`config.mk`:
```
export PLATFORM = sky130hd
export DESIGN_NAME = mdio_gw_master
export DESIGN_NICKNAME = d
export VERILOG_FILES = /design/src/rtl/mdio_gw_pkg.sv /design/src/rtl/mdio_gw_ctrl.sv /design/src/rtl/mdio_gw_dp.sv /design/src/rtl/mdio_gw_master.sv
export SDC_FILE = /design/constraint.sdc
export NUM_CORES = 1
export LEC_CHECK = 0
export BUFFER_PORTS_ARGS = -buffer_cell sky130_fd_sc_hd__buf_2
export CAP_MARGIN = 25
export CORE_ASPECT_RATIO = 1.5
export CORE_MARGIN = 8
export CORE_UTILIZATION = 50
export DETAILED_ROUTE_END_ITERATION = 8
export GPL_ROUTABILITY_DRIVEN = 0
export PLACE_DENSITY = 0.69
export SYNTH_ARGS = -nofsm -noshare
export SYNTH_HDL_FRONTEND = slang
export SYNTH_SLANG_ARGS = --single-unit
```
`constraint.sdc`:
```
create_clock -name clk -period 4.1 [get_ports clk]
set_clock_uncertainty 0.05 [all_clocks]
set_input_delay 0.41 -clock clk [delete_from_list [all_inputs] [get_ports clk]]
set_output_delay 0.41 -clock clk [all_outputs]
set_load 0.01 [all_outputs]
```
`src/rtl/mdio_gw_pkg.sv`:
```
package mdio_gw_pkg;
  localparam int WORD_W  = 32;
  localparam int FIELD_W = 8;

  localparam int BUSY_BIT  = 30;
  localparam int START_BIT = 28;
  localparam logic [WORD_W-1:0] GW_KEEP_MASK = 32'h5FFF_FFFF;

  typedef enum logic [1:0] {
    OP_NONE  = 2'd0,
    OP_WRITE = 2'd1,
    OP_READ  = 2'd2,
    OP_RSVD  = 2'd3
  } mdioOp_e;

  typedef struct packed {
    logic drive;     // put next frame bit on the line
    logic capture;   // take one read data bit
    logic floatBus;  // current bit belongs to the PHY
    logic finish;    // last MDC cycle ends
  } ctrlStrobe_t;
endpackage

```
`src/rtl/mdio_gw_ctrl.sv`:
```
module mdio_gw_ctrl
  import mdio_gw_pkg::*;
#(
  parameter int FRAME_LEN = 64,
  parameter int TA_IDX    = 46,
  parameter int DATA_IDX  = 48,
  localparam int IDX_W    = $clog2(FRAME_LEN),
  localparam int PH_W     = FIELD_W + 2
) (
  input  logic               clk,
  input  logic               rstN,
  input  logic               launch,
  input  logic               abort,
  input  logic               isRead,
  input  logic [FIELD_W-1:0] period,
  input  logic [FIELD_W-1:0] inPt,
  input  logic [FIELD_W-1:0] outPt,
  output ctrlStrobe_t        strobe,
  output logic               active,
  output logic               mdc,
  output logic [IDX_W-1:0]   bitCnt
);
  logic [PH_W-1:0] phase;
  logic [PH_W-1:0] halfLen;
  logic [PH_W-1:0] lastPh;
  logic            cycleEnd;
  logic            lastBit;

  assign halfLen  = {2'b00, period} + PH_W'(1);
  assign lastPh   = {halfLen[PH_W-2:0], 1'b0} - PH_W'(1);
  assign cycleEnd = active && (phase == lastPh);
  assign lastBit  = (bitCnt == IDX_W'(FRAME_LEN - 1));

  always_ff @(posedge clk) begin
    if (!rstN) begin
      active <= 1'b0;
      phase  <= '0;
      bitCnt <= '0;
    end else if (abort) begin
      active <= 1'b0;
      phase  <= '0;
      bitCnt <= '0;
    end else if (launch) begin
      active <= 1'b1;
      phase  <= '0;
      bitCnt <= '0;
    end else if (active) begin
      if (cycleEnd) begin
        phase <= '0;
        if (lastBit) begin
          active <= 1'b0;
          bitCnt <= '0;
        end else begin
          bitCnt <= bitCnt + IDX_W'(1);
        end
      end else begin
        phase <= phase + PH_W'(1);
      end
    end
  end

  always_comb begin
    strobe.drive    = active && (phase == {2'b00, outPt});
    strobe.capture  = active && (phase == {2'b00, inPt}) && isRead &&
                      (bitCnt >= IDX_W'(DATA_IDX));
    strobe.floatBus = isRead && (bitCnt >= IDX_W'(TA_IDX));
    strobe.finish   = cycleEnd && lastBit;
  end

  assign mdc = active && (phase >= halfLen);
endmodule

```
`src/rtl/mdio_gw_dp.sv`:
```
module mdio_gw_dp
  import mdio_gw_pkg::*;
#(
  parameter int PRE_LEN    = 32,
  parameter int DEF_PERIOD = 9,
  parameter int DEF_IN     = 6,
  parameter int DEF_OUT    = 13,
  localparam int FRAME_LEN = PRE_LEN + 32
) (
  input  logic               clk,
  input  logic               rstN,
  input  logic               regWrEn,
  input  logic               regAddr,
  input  logic [WORD_W-1:0]  regWrData,
  output logic [WORD_W-1:0]  regRdData,
  input  ctrlStrobe_t        strobe,
  input  logic               mdioIn,
  output logic               launch,
  output logic               abort,
  output logic               isRead,
  output logic               busy,
  output logic [WORD_W-1:0]  gwWord,
  output logic [FIELD_W-1:0] period,
  output logic [FIELD_W-1:0] inPt,
  output logic [FIELD_W-1:0] outPt,
  output logic               mdioOut,
  output logic               mdioOe
);
  localparam int CFG_W = 3 * FIELD_W;

  logic [CFG_W-1:0]     cfgQ;
  logic [FRAME_LEN-1:0] frameSh;
  logic [15:0]          capSh;
  logic                 gwWrite;
  logic                 cfgWrite;
  logic                 wantBusy;
  logic                 validCmd;
  mdioOp_e              wrOp;
  logic [1:0]           taBits;
  logic [15:0]          txData;

  assign gwWrite  = regWrEn && !regAddr;
  assign cfgWrite = regWrEn && regAddr;
  assign wrOp     = mdioOp_e'(regWrData[27:26]);
  assign wantBusy = regWrData[BUSY_BIT];
  assign validCmd = regWrData[START_BIT] && (wrOp == OP_WRITE || wrOp == OP_READ);
  assign abort    = gwWrite && busy && (regWrData == '0);
  assign launch   = gwWrite && !busy && wantBusy && validCmd;
  assign busy     = gwWord[BUSY_BIT];
  assign isRead   = (mdioOp_e'(gwWord[27:26]) == OP_READ);
  assign taBits   = (wrOp == OP_READ) ? 2'b11 : 2'b10;
  assign txData   = (wrOp == OP_READ) ? 16'hFFFF : regWrData[15:0];

  // gateway word
  always_ff @(posedge clk) begin
    if (!rstN) begin
      gwWord <= '0;
    end else if (abort) begin
      gwWord <= '0;
    end else if (gwWrite && !busy) begin
      gwWord           <= regWrData & GW_KEEP_MASK;
      gwWord[BUSY_BIT] <= wantBusy && validCmd;
    end else if (strobe.finish) begin
      gwWord[BUSY_BIT] <= 1'b0;
      if (isRead) gwWord[15:0] <= capSh;
    end
  end

  // timing word
  always_ff @(posedge clk) begin
    if (!rstN) begin
      cfgQ <= {FIELD_W'(DEF_OUT), FIELD_W'(DEF_IN), FIELD_W'(DEF_PERIOD)};
    end else if (cfgWrite) begin
      cfgQ <= regWrData[WORD_W-1:FIELD_W];
    end
  end

  assign period = cfgQ[FIELD_W-1:0];
  assign inPt   = cfgQ[2*FIELD_W-1:FIELD_W];
  assign outPt  = cfgQ[CFG_W-1:2*FIELD_W];

  // frame shifter and line driver
  always_ff @(posedge clk) begin
    if (!rstN) begin
      frameSh <= '1;
      mdioOut <= 1'b1;
      mdioOe  <= 1'b0;
    end else if (abort || strobe.finish) begin
      mdioOut <= 1'b1;
      mdioOe  <= 1'b0;
    end else if (launch) begin
      frameSh <= {{PRE_LEN{1'b1}}, 2'b01, regWrData[27:26], regWrData[25:21],
                  regWrData[20:16], taBits, txData};
    end else if (strobe.drive) begin
      mdioOut <= frameSh[FRAME_LEN-1];
      mdioOe  <= !strobe.floatBus;
      frameSh <= {frameSh[FRAME_LEN-2:0], 1'b1};
    end
  end

  // read capture, first bit ends up in bit 15
  always_ff @(posedge clk) begin
    if (!rstN) begin
      capSh <= '0;
    end else if (strobe.capture) begin
      capSh <= {capSh[14:0], mdioIn};
    end
  end

  assign regRdData = regAddr ? {cfgQ, {FIELD_W{1'b0}}} : gwWord;
endmodule

```
`src/rtl/mdio_gw_master.sv`:
```
module mdio_gw_master
  import mdio_gw_pkg::*;
#(
  parameter int PRE_LEN    = 32,
  parameter int DEF_PERIOD = 9,
  parameter int DEF_IN     = 6,
  parameter int DEF_OUT    = 13
) (
  input  logic        clk,
  input  logic        rstN,
  input  logic        regWrEn,
  input  logic        regAddr,
  input  logic [31:0] regWrData,
  output logic [31:0] regRdData,
  output logic        mdc,
  output logic        mdioOut,
  output logic        mdioOe,
  input  logic        mdioIn
);
  localparam int FRAME_LEN = PRE_LEN + 32;
  localparam int TA_IDX    = PRE_LEN + 14;
  localparam int DATA_IDX  = PRE_LEN + 16;
  localparam int IDX_W     = $clog2(FRAME_LEN);

  ctrlStrobe_t        strobe;
  logic               launch;
  logic               abort;
  logic               isRead;
  logic               busy;
  logic               active;
  logic [IDX_W-1:0]   bitCnt;
  logic [WORD_W-1:0]  gwWord;
  logic [FIELD_W-1:0] period;
  logic [FIELD_W-1:0] inPt;
  logic [FIELD_W-1:0] outPt;

  mdio_gw_ctrl #(
    .FRAME_LEN(FRAME_LEN), .TA_IDX(TA_IDX), .DATA_IDX(DATA_IDX)
  ) u_ctrl (
    .clk(clk), .rstN(rstN), .launch(launch), .abort(abort), .isRead(isRead),
    .period(period), .inPt(inPt), .outPt(outPt), .strobe(strobe),
    .active(active), .mdc(mdc), .bitCnt(bitCnt)
  );

  mdio_gw_dp #(
    .PRE_LEN(PRE_LEN), .DEF_PERIOD(DEF_PERIOD), .DEF_IN(DEF_IN), .DEF_OUT(DEF_OUT)
  ) u_dp (
    .clk(clk), .rstN(rstN), .regWrEn(regWrEn), .regAddr(regAddr),
    .regWrData(regWrData), .regRdData(regRdData), .strobe(strobe),
    .mdioIn(mdioIn), .launch(launch), .abort(abort), .isRead(isRead),
    .busy(busy), .gwWord(gwWord), .period(period), .inPt(inPt), .outPt(outPt),
    .mdioOut(mdioOut), .mdioOe(mdioOe)
  );
endmodule

```
-- After elaboration in Yosys (flattened, before gate mapping)
Index checks and enable logic that the tools add are counted.
- add/subtract/negate cells: 4
- $mul: 0
- div/mod/pow operators: 0
- magnitude comparators: 3
- equal/unequal tests: 7
- shift operators: 0
- mux-type cells: 16
- bitwise operators: 3
- reductions and logical operators: 33
- operator list (cell ; count):
    64-bit 2-to-1 mux ; 2
    16-bit 2-to-1 mux ; 4
    32-bit zero test ; 1
    32-bit 2-to-1 mux ; 1
    10-bit by 8-bit equality test with 1-bit output ; 2
    1-bit logical AND ; 17
    6-bit >= comparator (second input constant) ; 2
    10-bit by 1-bit adder with 10-bit output (second input constant) ; 1
    10-bit equality test ; 1
    10-bit >= comparator ; 1
    10-bit 2-to-1 mux ; 1
    10-bit by 1-bit subtractor with 10-bit output (second input constant) ; 1
    8-bit by 1-bit adder with 9-bit output (second input constant) ; 1
    2-bit AND reduction ; 4
    1-bit 2-to-1 mux ; 7
    6-bit by 1-bit adder with 6-bit output (second input constant) ; 1
    6-bit equality test (second input constant) ; 1
    6-bit 2-to-1 mux ; 1
    2-bit nonzero test ; 3
    2-bit equality test (second input constant) ; 2
    2-bit OR reduction ; 2
    1-bit zero test ; 3
    1-bit inverter ; 3
    3-bit OR reduction ; 1
    2 further kinds ; 3
- register bits: 153
- latch bits: 0
- bits in writable memories: 0
- memory bits (read-only): 0
- input port bits: 37
- output and inout bits: 35
- word-level logic and storage cells: 77
- memories: 0

-- Logic depth before layout (Yosys ltp)
Gate-level depths: netlist (run 1).
- word-level depth: 8
- depth in mapped cells: 13
- mapped depth without buffers: 11

-- Modules after synthesis
Synthesis (run 1) repeated with hierarchy kept, for this count alone.
- cells, all modules: 916
- area total of the unflattened synthesis: 7731.2 um2
- modules (own cells, without submodules) (module ; instances ; cells an instance ; area each (um2) ; seq. area each (um2)):
    mdio_gw_dp ; 1 ; 693 ; 6000.8 ; 2722.6
    mdio_gw_ctrl ; 1 ; 223 ; 1730.4 ; 340.3

-- Least setup slack after synthesis (run 1)
No wires, ideal clock.
- kind: register to register
- start: register u_dp.cfgQ[1]
- end: register u_dp.frameSh[20]
- library setup time: 0.129 ns
- data arrival time: 3.173 ns
- data required time: 3.921 ns
- setup slack: 0.748 ns
- cell stages (with the launch flop): 14
- buffers on the path: 3
- clock period less this slack: 3.352 ns
- cell sequence: dfxtp_1 ha_1 buf_4 and2_0 buf_4 and4_4 xnor3_1 nor4_1 o31a_1 o221ai_4 o31ai_2 buf_2 mux2i_1 nand2_1
- word-level cells in the longest chain between the ends: 8
- RTL lines (what ; line ; source):
    start: declaration ; mdio_gw_dp.sv:31 ; logic [CFG_W-1:0] cfgQ;
    start signal: assignment ; mdio_gw_dp.sv:72 ; cfgQ <= {FIELD_W'(DEF_OUT), FIELD_W'(DEF_IN), FIELD_W'(DEF_PERIOD)};
    start signal: assignment ; mdio_gw_dp.sv:74 ; cfgQ <= regWrData[WORD_W-1:FIELD_W];
    8-bit by 1-bit adder with 9-bit output ; mdio_gw_ctrl.sv:29 ; assign halfLen = {2'b00, period} + PH_W'(1);
    10-bit by 1-bit subtractor with 10-bit output ; mdio_gw_ctrl.sv:30 ; assign lastPh = {halfLen[PH_W-2:0], 1'b0} - PH_W'(1);
    10-bit equality test ; mdio_gw_ctrl.sv:31 ; assign cycleEnd = active && (phase == lastPh);
    1-bit logical AND ; mdio_gw_ctrl.sv:31 ;
    1-bit logical AND ; mdio_gw_ctrl.sv:67 ; strobe.finish = cycleEnd && lastBit;
    1-bit logical OR ; mdio_gw_dp.sv:88 ; end else if (abort || strobe.finish) begin
    1-bit inverter (no source line) ; - ;
    2-bit AND reduction (no source line) ; - ;
    end signal: assignment ; mdio_gw_dp.sv:92 ; frameSh <= {{PRE_LEN{1'b1}}, 2'b01, regWrData[27:26], regWrData[25:21],
    end signal: assignment ; mdio_gw_dp.sv:97 ; frameSh <= {frameSh[FRAME_LEN-2:0], 1'b1};
    end: declaration ; mdio_gw_dp.sv:32 ; logic [FRAME_LEN-1:0] frameSh;
No other way between the ends.
A chain may end at the register's enable or synchronous reset.

-- Final worst setup path (run 1)
- start: register u_dp.cfgQ[0]
- end: register u_dp.frameSh[16]
Same word-level chain as after synthesis.

==> results of run 1 <==
-- metrics by stage --
step	hold WS [ps]	total power, uW
detailed placement	396.5	1871
CTS	170.4	3439
global placement	389.1	1868
finish	181.3	3415
global route	184.9	3529
floorplan	383.8	1758
-- worst min path at each step --
stage,slack [ps],endpoint
3_5_place_dp,400,u_dp.gwWord[18]
3_3_place_gp,390,u_dp.gwWord[22]
4_1_cts,170,u_dp.capSh[0]
5_1_grt,180,u_dp.capSh[0]
2_1_floorplan,380,u_dp.gwWord[16]
6_report,180,u_dp.capSh[0]
-- worst max-delay path: cells and delay by family, from the launching register on --
| kind | cells | cell delay (ps) |
|---|---|---|
| AO/OA/AOI/OAI | 6 | 1440 |
| flip-flops | 1 | 530 |
| AND/OR/NAND/NOR | 2 | 470 |
| buffers and inverters | 2 | 420 |
| adder cells (fa/ha/maj) | 1 | 410 |
| XOR/XNOR | 1 | 260 |
-- cell usage after synthesis, types with 15 or more instances --
cell	instances
nand2_1	118
clkbuf_1	55
a21oi_1	44
dfxtp_1	153
mux2_2	22
o311ai_0	15
ha_1	15
nor3_1	19
xnor2_1	33
mux2i_1	44
nor2_1	136
a22oi_1	30
nand3_1	21
a211oi_1	19
-- final cells by class --
| type | instances | area (sq um) | share of cell area |
|---|---|---|---|
| Timing Repair Buffer | 90 | 523.0 | 0.06155 |
| Inverter | 15 | 56.30 | 0.006626 |
| Clock inverter | 9 | 116.4 | 0.01369 |
| Tap cell | 196 | 245.2 | 0.02886 |
| Sequential cell | 153 | 3063 | 0.3605 |
| Multi-Input combinational cell | 639 | 4016 | 0.4727 |
| Antenna cell | 1 | 2.502 | 0.0002945 |
| Clock buffer | 22 | 474.2 | 0.05581 |
-- power by group through the flow --
stage / registers [uW] / logic, uW / clock network, uW
finish: 1550 / 288 / 1570
global route: 1560 / 314 / 1660
CTS: 1550 / 286 / 1600
detailed placement: 1590 / 285 / 0
global placement: 1590 / 282 / 0
floorplan: 1570 / 189 / 0
-- logic make-up (layout without fill, tap and decap cells) --
logic type,count (synthesis),count (layout)
multiplexers,66,66
AND/OR/NAND/NOR,356,356
buffers and inverters,86,136
other,0,1
XOR/XNOR,41,41
flip-flops,153,153
adder cells (fa/ha/maj),15,15
AO/OA/AOI/OAI,161,161
-- state kept, by name, summed over array words and instances (netlist names) --
name	count
u_dp.mdioOut	1
u_dp.gwWord	30
u_ctrl.phase	10
u_dp.cfgQ	24
u_dp.frameSh	64
u_ctrl.bitCnt	6
u_dp.mdioOe	1
u_ctrl.active	1
u_dp.capSh	16
-- metal layers --
metal  vias up  wire length, microns  GRT usage
li1       3142                     -          -
met2       150                 10050     0.3668
met3        46                  1025    0.04550
met5         -                     0          0
met4         0                   664    0.09418
met1      3073                  8539     0.2618
==> run_results.csv, run 1 <==
group,metric,value,unit
synth,synth-simple-area-share,0.2152,
critical_path,r2r.worst_path.cells,12,
placement,place_ws,392.0,ps
synth,synth.avg_cell_area,8.448,sq um
cts,clock-root-buffer,"clkbuf_16",
critical_path,end_kind,"register",
drt,drt-pass1-iter-count,7,
sta,fin_crit,3784,ps
status,outcome,"finished, final reports clean",
power,p_seq_frac,0.455,
synth,syn_nets,930,
sta,fmax,264.3,MHz
power,p_int,2576,uW
cts,cts_hold_buf,0,
critical_path,cp-endpoint,"u_dp.frameSh[16]",
sta,min_period_over_period,0.9228,
final_layout,final_core_util,0.5849,
synth,ys_top_cells_by_area,"dfxtp_1, nor2_1, nand2_1",
floorplanning,boundaryPins,72,
sta,setup_viol,0,
critical_path,crit_path_max_incr_delay,570,ps
drt,ant_nets,0,
floorplanning,die_w,115.4,microns
final_layout,fillCellCount,1364,
sta,fin_ws,316.4,ps
critical_path,r2r-start,"u_dp.cfgQ[0]",
critical_path,start_kind,"register",
placement,postPlaceCellArea,7904,sq um
sta,worst_slew_pin_slew,1078,ps
drt,wl_per_cell,18.03,microns
synth,synth_compound_area_frac,0.1557,
power,swShare,0.2456,
drt,via_per_inst,5.699,
power,power_switching,838.9,uW
sta,report.final.slew_viol_count,0,
final_layout,final_cell_mix,"dfxtp_1, nor2_1, nand2_1",
placement,hpwl,14060,microns
synth,synth_top_area_share,0.4130,
cts,cts.sinks,153,
floorplanning,num_rows,54,
power,p_leak,0.003522,uW
floorplanning,core_area,14530,sq um
global_routing,grt.total_usage,0.2180,
synth,synth-edff-count,0,
critical_path,cp_max_fo,82,
critical_path,cp_slowest_cell,"a2111oi_0",
critical_path,regToRegSetupSlack,320,ps
cts,clk_latency,420,ps
synth,yosys_warnings,0,
synth,synthMuxAreaShare,0.09278,
synth,synth_area_leader_cell,"dfxtp_1",
floorplanning,die_area,19070,sq um
cts,numCtsBuffers,17,
critical_path,rr_endpoint,"u_dp.frameSh[16]",
final_layout,layoutNonFillerInstCount,1125,
synth,ys_types,63,
drt,wl,20280,microns
synth,synthesis.area,7417,sq um
drt,drc,0,
final_layout,drive_above_1_share,0.1670,
synth,synth_adder_area_share,0.02530,
placement,portBuffers,71,
power,pwr_density_cell,401.9,nW/um^2
global_routing,grt_max_degree,83,
final_layout,syn_to_final_growth,14.56,%
critical_path,required,4330,ps
cts,cts_tree,"built",
flow_run,drv_cap,0,
cts,htree_levels,4,
sta,setup_tns,0,ps
cts,cts_setup_buffers,0,
cts,path_clk_slew,60,ps
synth,ys.flop_type,"dfxtp_1",
final_layout,nets,968,
global_routing,grt_pass1_wl,32370,microns
sta,slew_headroom,0.2786,
placement,place_inst,1093,
power,power_frac_comb,0.084,
drt,vias,6411,
critical_path,arrival,4010,ps
drt,first_iter_violations,409,
synth,synth_top_family_by_area,"simple AND/OR/NAND/NOR gates",
critical_path,path_cells,"ha_1, and2_0, and4_4, xnor3_1, a21boi_0, o31a_1, o221ai_4, buf_4, o31ai_4, buf_12, a2111oi_0, a21oi_1",
sta,rsz0062_at_grt,"no",
power,irDropWorstVdd,0.2085,mV
synth,ys_seq_area_frac,0.4130,
critical_path,crit_start,"u_dp.cfgQ[0]",
final_layout,layout_commonest_cell,"dfxtp_1",
synth,async_flop_share,0,
global_routing,antenna_found_initial,0,
min_path,min_path_cells,3,
sta,final-hold-violation-count,0,
min_path,min_from,"mdioIn",
floorplanning,initial_core_util,0.5106,
final_layout,fin_area,8497,sq um
synth,synth_cells,878,
critical_path,crit_type,"reg2reg",
cts,ctsResizeCount,0,
synth,synth-seq-cells,153,
global_routing,gr-total-overflow,0,
global_routing,first_global_vias,6088,
synth,synth-xor-area-share,0.05027,
power,p_clk_frac,0.461,
min_path,hp-class,"in2reg",
cts,clockBufferDepth,2,
floorplanning,die_y,165.2,microns
Note: power is estimated with default switching activity, not from simulation.
==> inputs of run 2 (changes only) <==
Settings changed: CORE_ASPECT_RATIO 1.5 to 1.4.
==> run_results.csv, run 2 (synthesis gave the netlist of run 1 again) <==
group,metric,value,unit
status,outcome,"finished, final reports clean",
cts,cts.sinks,153,
cts,cts_setup_buffers,0,
drt,drc,0,
global_routing,grt_pass1_wl,31620,microns
drt,drt-pass1-iter-count,5,
sta,worst_slew_pin_slew,990.1,ps
placement,hpwl,13430,microns
critical_path,cp_top_family,"compound AO/OA/AOI/OAI gates",
sta,fin_crit,3879,ps
final_layout,syn_to_final_growth,14.30,%
sta,slew_headroom,0.3339,
critical_path,r2r.worst_path.cells,11,
cts,clock-root-buffer,"clkbuf_16",
critical_path,start_kind,"register",
drt,vias,6343,
cts,path_clk_slew,60,ps
sta,fmax,257.8,MHz
critical_path,path_cells,"ha_1, and2_0, and4_4, xnor3_1, a21boi_0, o31a_1, o221ai_4, o31ai_4, buf_12, a2111oi_0, a21oi_1",
floorplanning,boundaryPins,72,
sta,fin_ws,220.8,ps
critical_path,regToRegSetupSlack,220,ps
critical_path,crit_path_max_incr_delay,510,ps
critical_path,cp_max_fo,82,
drt,wl,19440,microns
floorplanning,num_rows,52,
global_routing,gr-total-overflow,0,
critical_path,crit_start,"u_dp.cfgQ[0]",
cts,cts_hold_buf,0,
drt,met3_length,778,microns
cts,clk_latency,430,ps
final_layout,drive_above_1_share,0.1638,
floorplanning,die_y,160.1,microns
placement,place_ws,274.6,ps
drt,ant_nets,0,
sta,hold_slack,163.5,ps
cts,numCtsBuffers,17,
final_layout,largest_reg_flops,64,
critical_path,rr_endpoint,"u_dp.frameSh[29]",
drt,m1WireLength,8199,microns
drt,via_per_inst,5.709,
critical_path,required,4340,ps
cts,htree_levels,4,
final_layout,final_cell_mix,"dfxtp_1, nor2_1, nand2_1",
critical_path,worst-path-stages,11,
critical_path,r2r-start,"u_dp.cfgQ[0]",
cts,clockBufferDepth,2,
critical_path,arrival,4120,ps
power,p_leak,0.003512,uW
global_routing,antenna_found_initial,0,
critical_path,crit_type,"reg2reg",
power,pwr_density_cell,416.5,nW/um^2
critical_path,end_kind,"register",
final_layout,n_antenna_cell,0,
sta,rsz0062_at_grt,"no",
power,irDropWorstVdd,0.2640,mV
final_layout,nets,961,
global_routing,first_global_vias,6114,
final_layout,final_core_util,0.5843,
drt,met2_length,9904,microns
drt,dr.max_layer_used,"met4",
floorplanning,core_area,14510,sq um
sta,final-hold-violation-count,0,
placement,portBuffers,71,
final_layout,largest-register,"u_dp.frameSh",
floorplanning,initial_core_util,0.5112,
critical_path,cp-endpoint,"u_dp.frameSh[29]",
sta,setup_tns,0,ps
global_routing,grt.total_usage,0.2047,
floorplanning,die_area,19040,sq um
drt,wl_per_cell,17.50,microns
drt,first_iter_violations,516,
critical_path,cp_slowest_cell,"dfxtp_1",
cts,ctsResizeCount,0,
final_layout,layout_commonest_cell,"dfxtp_1",
min_path,hp-class,"in2reg",
floorplanning,die_w,118.9,microns
global_routing,grt_max_degree,83,
cts,cts_tree,"built",
flow_run,drv_cap,0,
sta,min_period_over_period,0.9461,
final_layout,largestRegisters,"u_dp.frameSh x64, u_dp.gwWord x30, u_dp.cfgQ x24",
sta,report.final.slew_viol_count,0,
sta,setup_viol,0,
critical_path,cp_num_buf_inv,1,
run 2: layout make-up:
| cell class | count | area [sq um] |
|---|---|---|
| flip-flops and latches | 153 | 3063 |
| repair buffers | 83 | 457.9 |
| clock inverters | 11 | 167.7 |
| well taps | 189 | 236.5 |
| clock buffers | 21 | 480.5 |
| fillers | 1391 | 6031 |
| inverters | 15 | 56.30 |
| multi-input cells | 639 | 4016 |
run 2: per-layer routing:
metal  global-route usage  vias to the layer above
li1                     -                     3129
met1               0.2379                     3018
met2               0.3502                      157
met3              0.03987                       39
met4               0.1021                        0
met5                    0                        -
run 2: where the power goes:
| part | leakage, uW | total, uW | internal (uW) | switching [uW] |
|---|---|---|---|---|
| logic | 0.00195 | 280 | 106 | 174 |
| clock network | 0.000315 | 1700 | 1080 | 617 |
| registers | 0.00124 | 1550 | 1520 | 31.7 |
run 2: worst min path at each step:
stage | start | to | slack, ps | depth (start not counted)
after floorplan | u_dp.gwWord[16] | u_dp.gwWord[16] | 380 | 2
after global placement | u_dp.gwWord[23] | u_dp.gwWord[23] | 390 | 2
after detailed placement | u_dp.gwWord[18] | u_dp.gwWord[18] | 400 | 2
after CTS | mdioIn | u_dp.capSh[0] | 160 | 3
after global routing | mdioIn | u_dp.capSh[0] | 200 | 3
final | mdioIn | u_dp.capSh[0] | 160 | 3
run 2: tightest hold or removal path, delay by kind of cell:
kind / cells / cell delay [ps]
AND/OR/NAND/NOR: 1 / 70
multiplexers: 1 / 50
buffers and inverters: 1 / 80
run 2: metrics by stage:
stage          total power, uW  area [sq um]  instances
5_1_grt                   3651          8478       1111
4_1_cts                   3556          8478       1111
2_1_floorplan             1758          7417        878
3_3_place_gp              1861          7830       1079
6_report                  3531          8478       1111
3_5_place_dp              1865          7830       1079
==> inputs of run 3 (changes only) <==
Settings changed: ABC_AREA set to 1.
==> run_results.csv, run 3 <==
group,metric,value,unit
status,outcome,"finished, final reports clean",
cts,cts_setup_buffers,0,
cts,htree_levels,4,
synth,syn_nets,1247,
synth,ys_seq_area_frac,0.3804,
synth,ys_top_cells_by_count,"nand2_1, dfxtp_1, nor2_1",
final_layout,layoutNonFillerInstCount,1425,
global_routing,grt_max_degree,105,
critical_path,start_kind,"register",
power,p_int,2609,uW
global_routing,antenna_found_initial,0,
global_routing,grt_pass1_wl,35480,microns
final_layout,n_antenna_cell,0,
floorplanning,die_area,20480,sq um
power,swShare,0.2470,
final_layout,syn_to_final_growth,11.13,%
synth,synth-seq-cells,153,
synth,synth_top_area_share,0.3804,
floorplanning,die_y,166.1,microns
cts,numCtsBuffers,17,
sta,worst_slew_pin_slew,1014,ps
global_routing,grt_util_met3,0.04015,
critical_path,required,3640,ps
sta,final-hold-violation-count,0,
cts,cts_hold_buf,0,
drt,wl,21500,microns
power,p_clk_frac,0.446,
drt,first_iter_violations,513,
global_routing,top_usage_layer,"met2",
placement,place_inst,1395,
synth,yosysMostFrequentCell,"nand2_1",
final_layout,largest_reg_flops,64,
synth,synth_cells,1195,
global_routing,gr-total-overflow,0,
cts,ctsResizeCount,0,
critical_path,end_kind,"primary output",
floorplanning,boundaryPins,72,
drt,vias,7710,
critical_path,arrival,2780,ps
placement,portBuffers,71,
global_routing,grt_util_met2,0.3434,
power,p_seq_frac,0.453,
power,power_frac_comb,0.100,
critical_path,regToRegSetupSlack,1070,ps
power,irDropWorstVdd,0.2846,mV
sta,min_period_over_period,0.7891,
final_layout,drive_above_1_share,0.1362,
power,p_leak,0.004259,uW
critical_path,path_cells,"ha_1, nand2_2, o21bai_1, nand2_2, ha_1, nand2_1, nor4_1, nand3_1, nand4_1, nand2_1, inv_1, buf_2",
synth,synth-edff-count,0,
final_layout,final_cell_mix,"nand2_1, dfxtp_1, nor2_1",
flow_run,drv_cap,0,
final_layout,layout_commonest_cell,"nand2_1",
synth,ys.flop_type,"dfxtp_1",
floorplanning,core_area,15970,sq um
final_layout,largest-register,"u_dp.frameSh",
drt,wl_per_cell,15.09,microns
final_layout,largestRegisters,"u_dp.frameSh x64, u_dp.gwWord x30, u_dp.cfgQ x24",
power,power_switching,855.5,uW
final_layout,nets,1267,
cts,path_clk_slew,60,ps
min_path,hp-class,"in2reg",
global_routing,grt.total_usage,0.2116,
critical_path,cp_slowest_cell,"dfxtp_1",
critical_path,crit_type,"reg2out",
global_routing,first_global_vias,7218,
drt,ant_nets,0,
synth,yosys_warnings,0,
floorplanning,die_w,123.2,microns
sta,setup_tns,0,ps
sta,report.final.slew_viol_count,0,
drt,drt-pass1-iter-count,6,
cts,cts_tree,"built",
synth,ys_top_cells_by_area,"dfxtp_1, nand2_1, nand3_1",
critical_path,crit_path_max_incr_delay,510,ps
placement,hpwl,14500,microns
sta,slew_headroom,0.3238,
synth,ys_types,36,
cts,clock-root-buffer,"clkbuf_16",
drt,via_per_inst,5.411,
sta,setup_viol,0,
cts,cts.sinks,153,
global_routing,grt_use_met1,0.2676,
sta,fin_crit,3235,ps
power,pwr_density_cell,387.2,nW/um^2
cts,clockBufferDepth,2,
critical_path,cp_max_fo,8,
floorplanning,initial_core_util,0.5043,
synth,async_flop_share,0,
sta,rsz0062_at_grt,"no",
synth,synth_area_leader_cell,"dfxtp_1",
drt,drc,0,
sta,fmax,309.1,MHz
floorplanning,num_rows,55,
cts,clk_latency,420,ps
synth,synthesis.area,8051,sq um
synth,synth.avg_cell_area,6.738,sq um
## run 3: changes by cell type after synthesis, moves of 44 or more
cell / change
nand3_1: +83
mux2i_1: -44
nand2_1: +169
nand4_1: +71
inv_1: +81
o21ai_0: +74
## run 3: path summary, 6_finish.rpt
kind                                        from               end  cells past startpoint
worst max-delay path                u_dp.cfgQ[0]               mdc                     12
worst max register to register      u_dp.cfgQ[0]  u_dp.frameSh[24]                     15
worst min register to register  u_dp.frameSh[61]  u_dp.frameSh[61]                      2
worst min-delay path                      mdioIn     u_dp.capSh[0]                      3
## run 3: power groups by stage
| stage | sequential [uW] | combinational, uW | clock [uW] |
|---|---|---|---|
| after CTS | 1570 | 348 | 1570 |
| after detailed placement | 1600 | 346 | 0 |
| after floorplan | 1590 | 244 | 0 |
| after global placement | 1600 | 343 | 0 |
| after global routing | 1580 | 391 | 1630 |
| final | 1570 | 348 | 1550 |
## run 3: kinds of logic (layout without fill, tap and decap cells)
group / count (synthesis) / after routing / share of synthesized area
adders and majority gates: 15 / 15 / 0.02331
buffers and inverters: 183 / 214 / 0.09402
xor gates and xnor gates: 19 / 19 / 0.02067
AOI/OAI and AO/OA: 154 / 154 / 0.09946
DFF: 153 / 153 / 0.3804
and+or+nand+nor: 671 / 671 / 0.3821
## run 3: layout make-up
cell class / instances / area (sq um)
fill: 1617 / 7018
multi-input combinational: 859 / 4234
sequential: 153 / 3063
clock buffer: 23 / 488.0
timing repair buffer: 82 / 437.9
inverter: 102 / 382.9
tap: 199 / 249.0
clock inverter: 7 / 92.59
## run 3: worst max-delay path, delay by kind of cell, from the launching register on
family / cells / cell delay (ps)
buf+inv: 2 / 180
fa+ha+maj: 2 / 570
simple gates: 7 / 820
flops: 1 / 510
compound gates: 1 / 290
## run 3: stage by stage
step,hold slack (ps),worst slack (ps),cell area [sq um],utilization,total power [uW]
2_1_floorplan,371.4,1780,8051,-,1835
3_3_place_gp,380.2,1142,8367,0.5241,1944
3_5_place_dp,384.9,1119,8367,0.5241,1948
4_1_cts,183.3,842.2,8947,0.5604,3486
5_1_grt,201.3,622.2,8947,0.5604,3594
6_report,193.9,864.6,8947,0.5604,3464
## run 3: metal layers
| layer | up-vias | routed length (microns) | share of wire |
|---|---|---|---|
| li1 | 3941 | - | - |
| met1 | 3517 | 9422 | 0.44 |
| met2 | 216 | 10440 | 0.49 |
| met3 | 36 | 1115 | 0.052 |
| met4 | 0 | 520 | 0.024 |
| met5 | - | 0 | 0 |
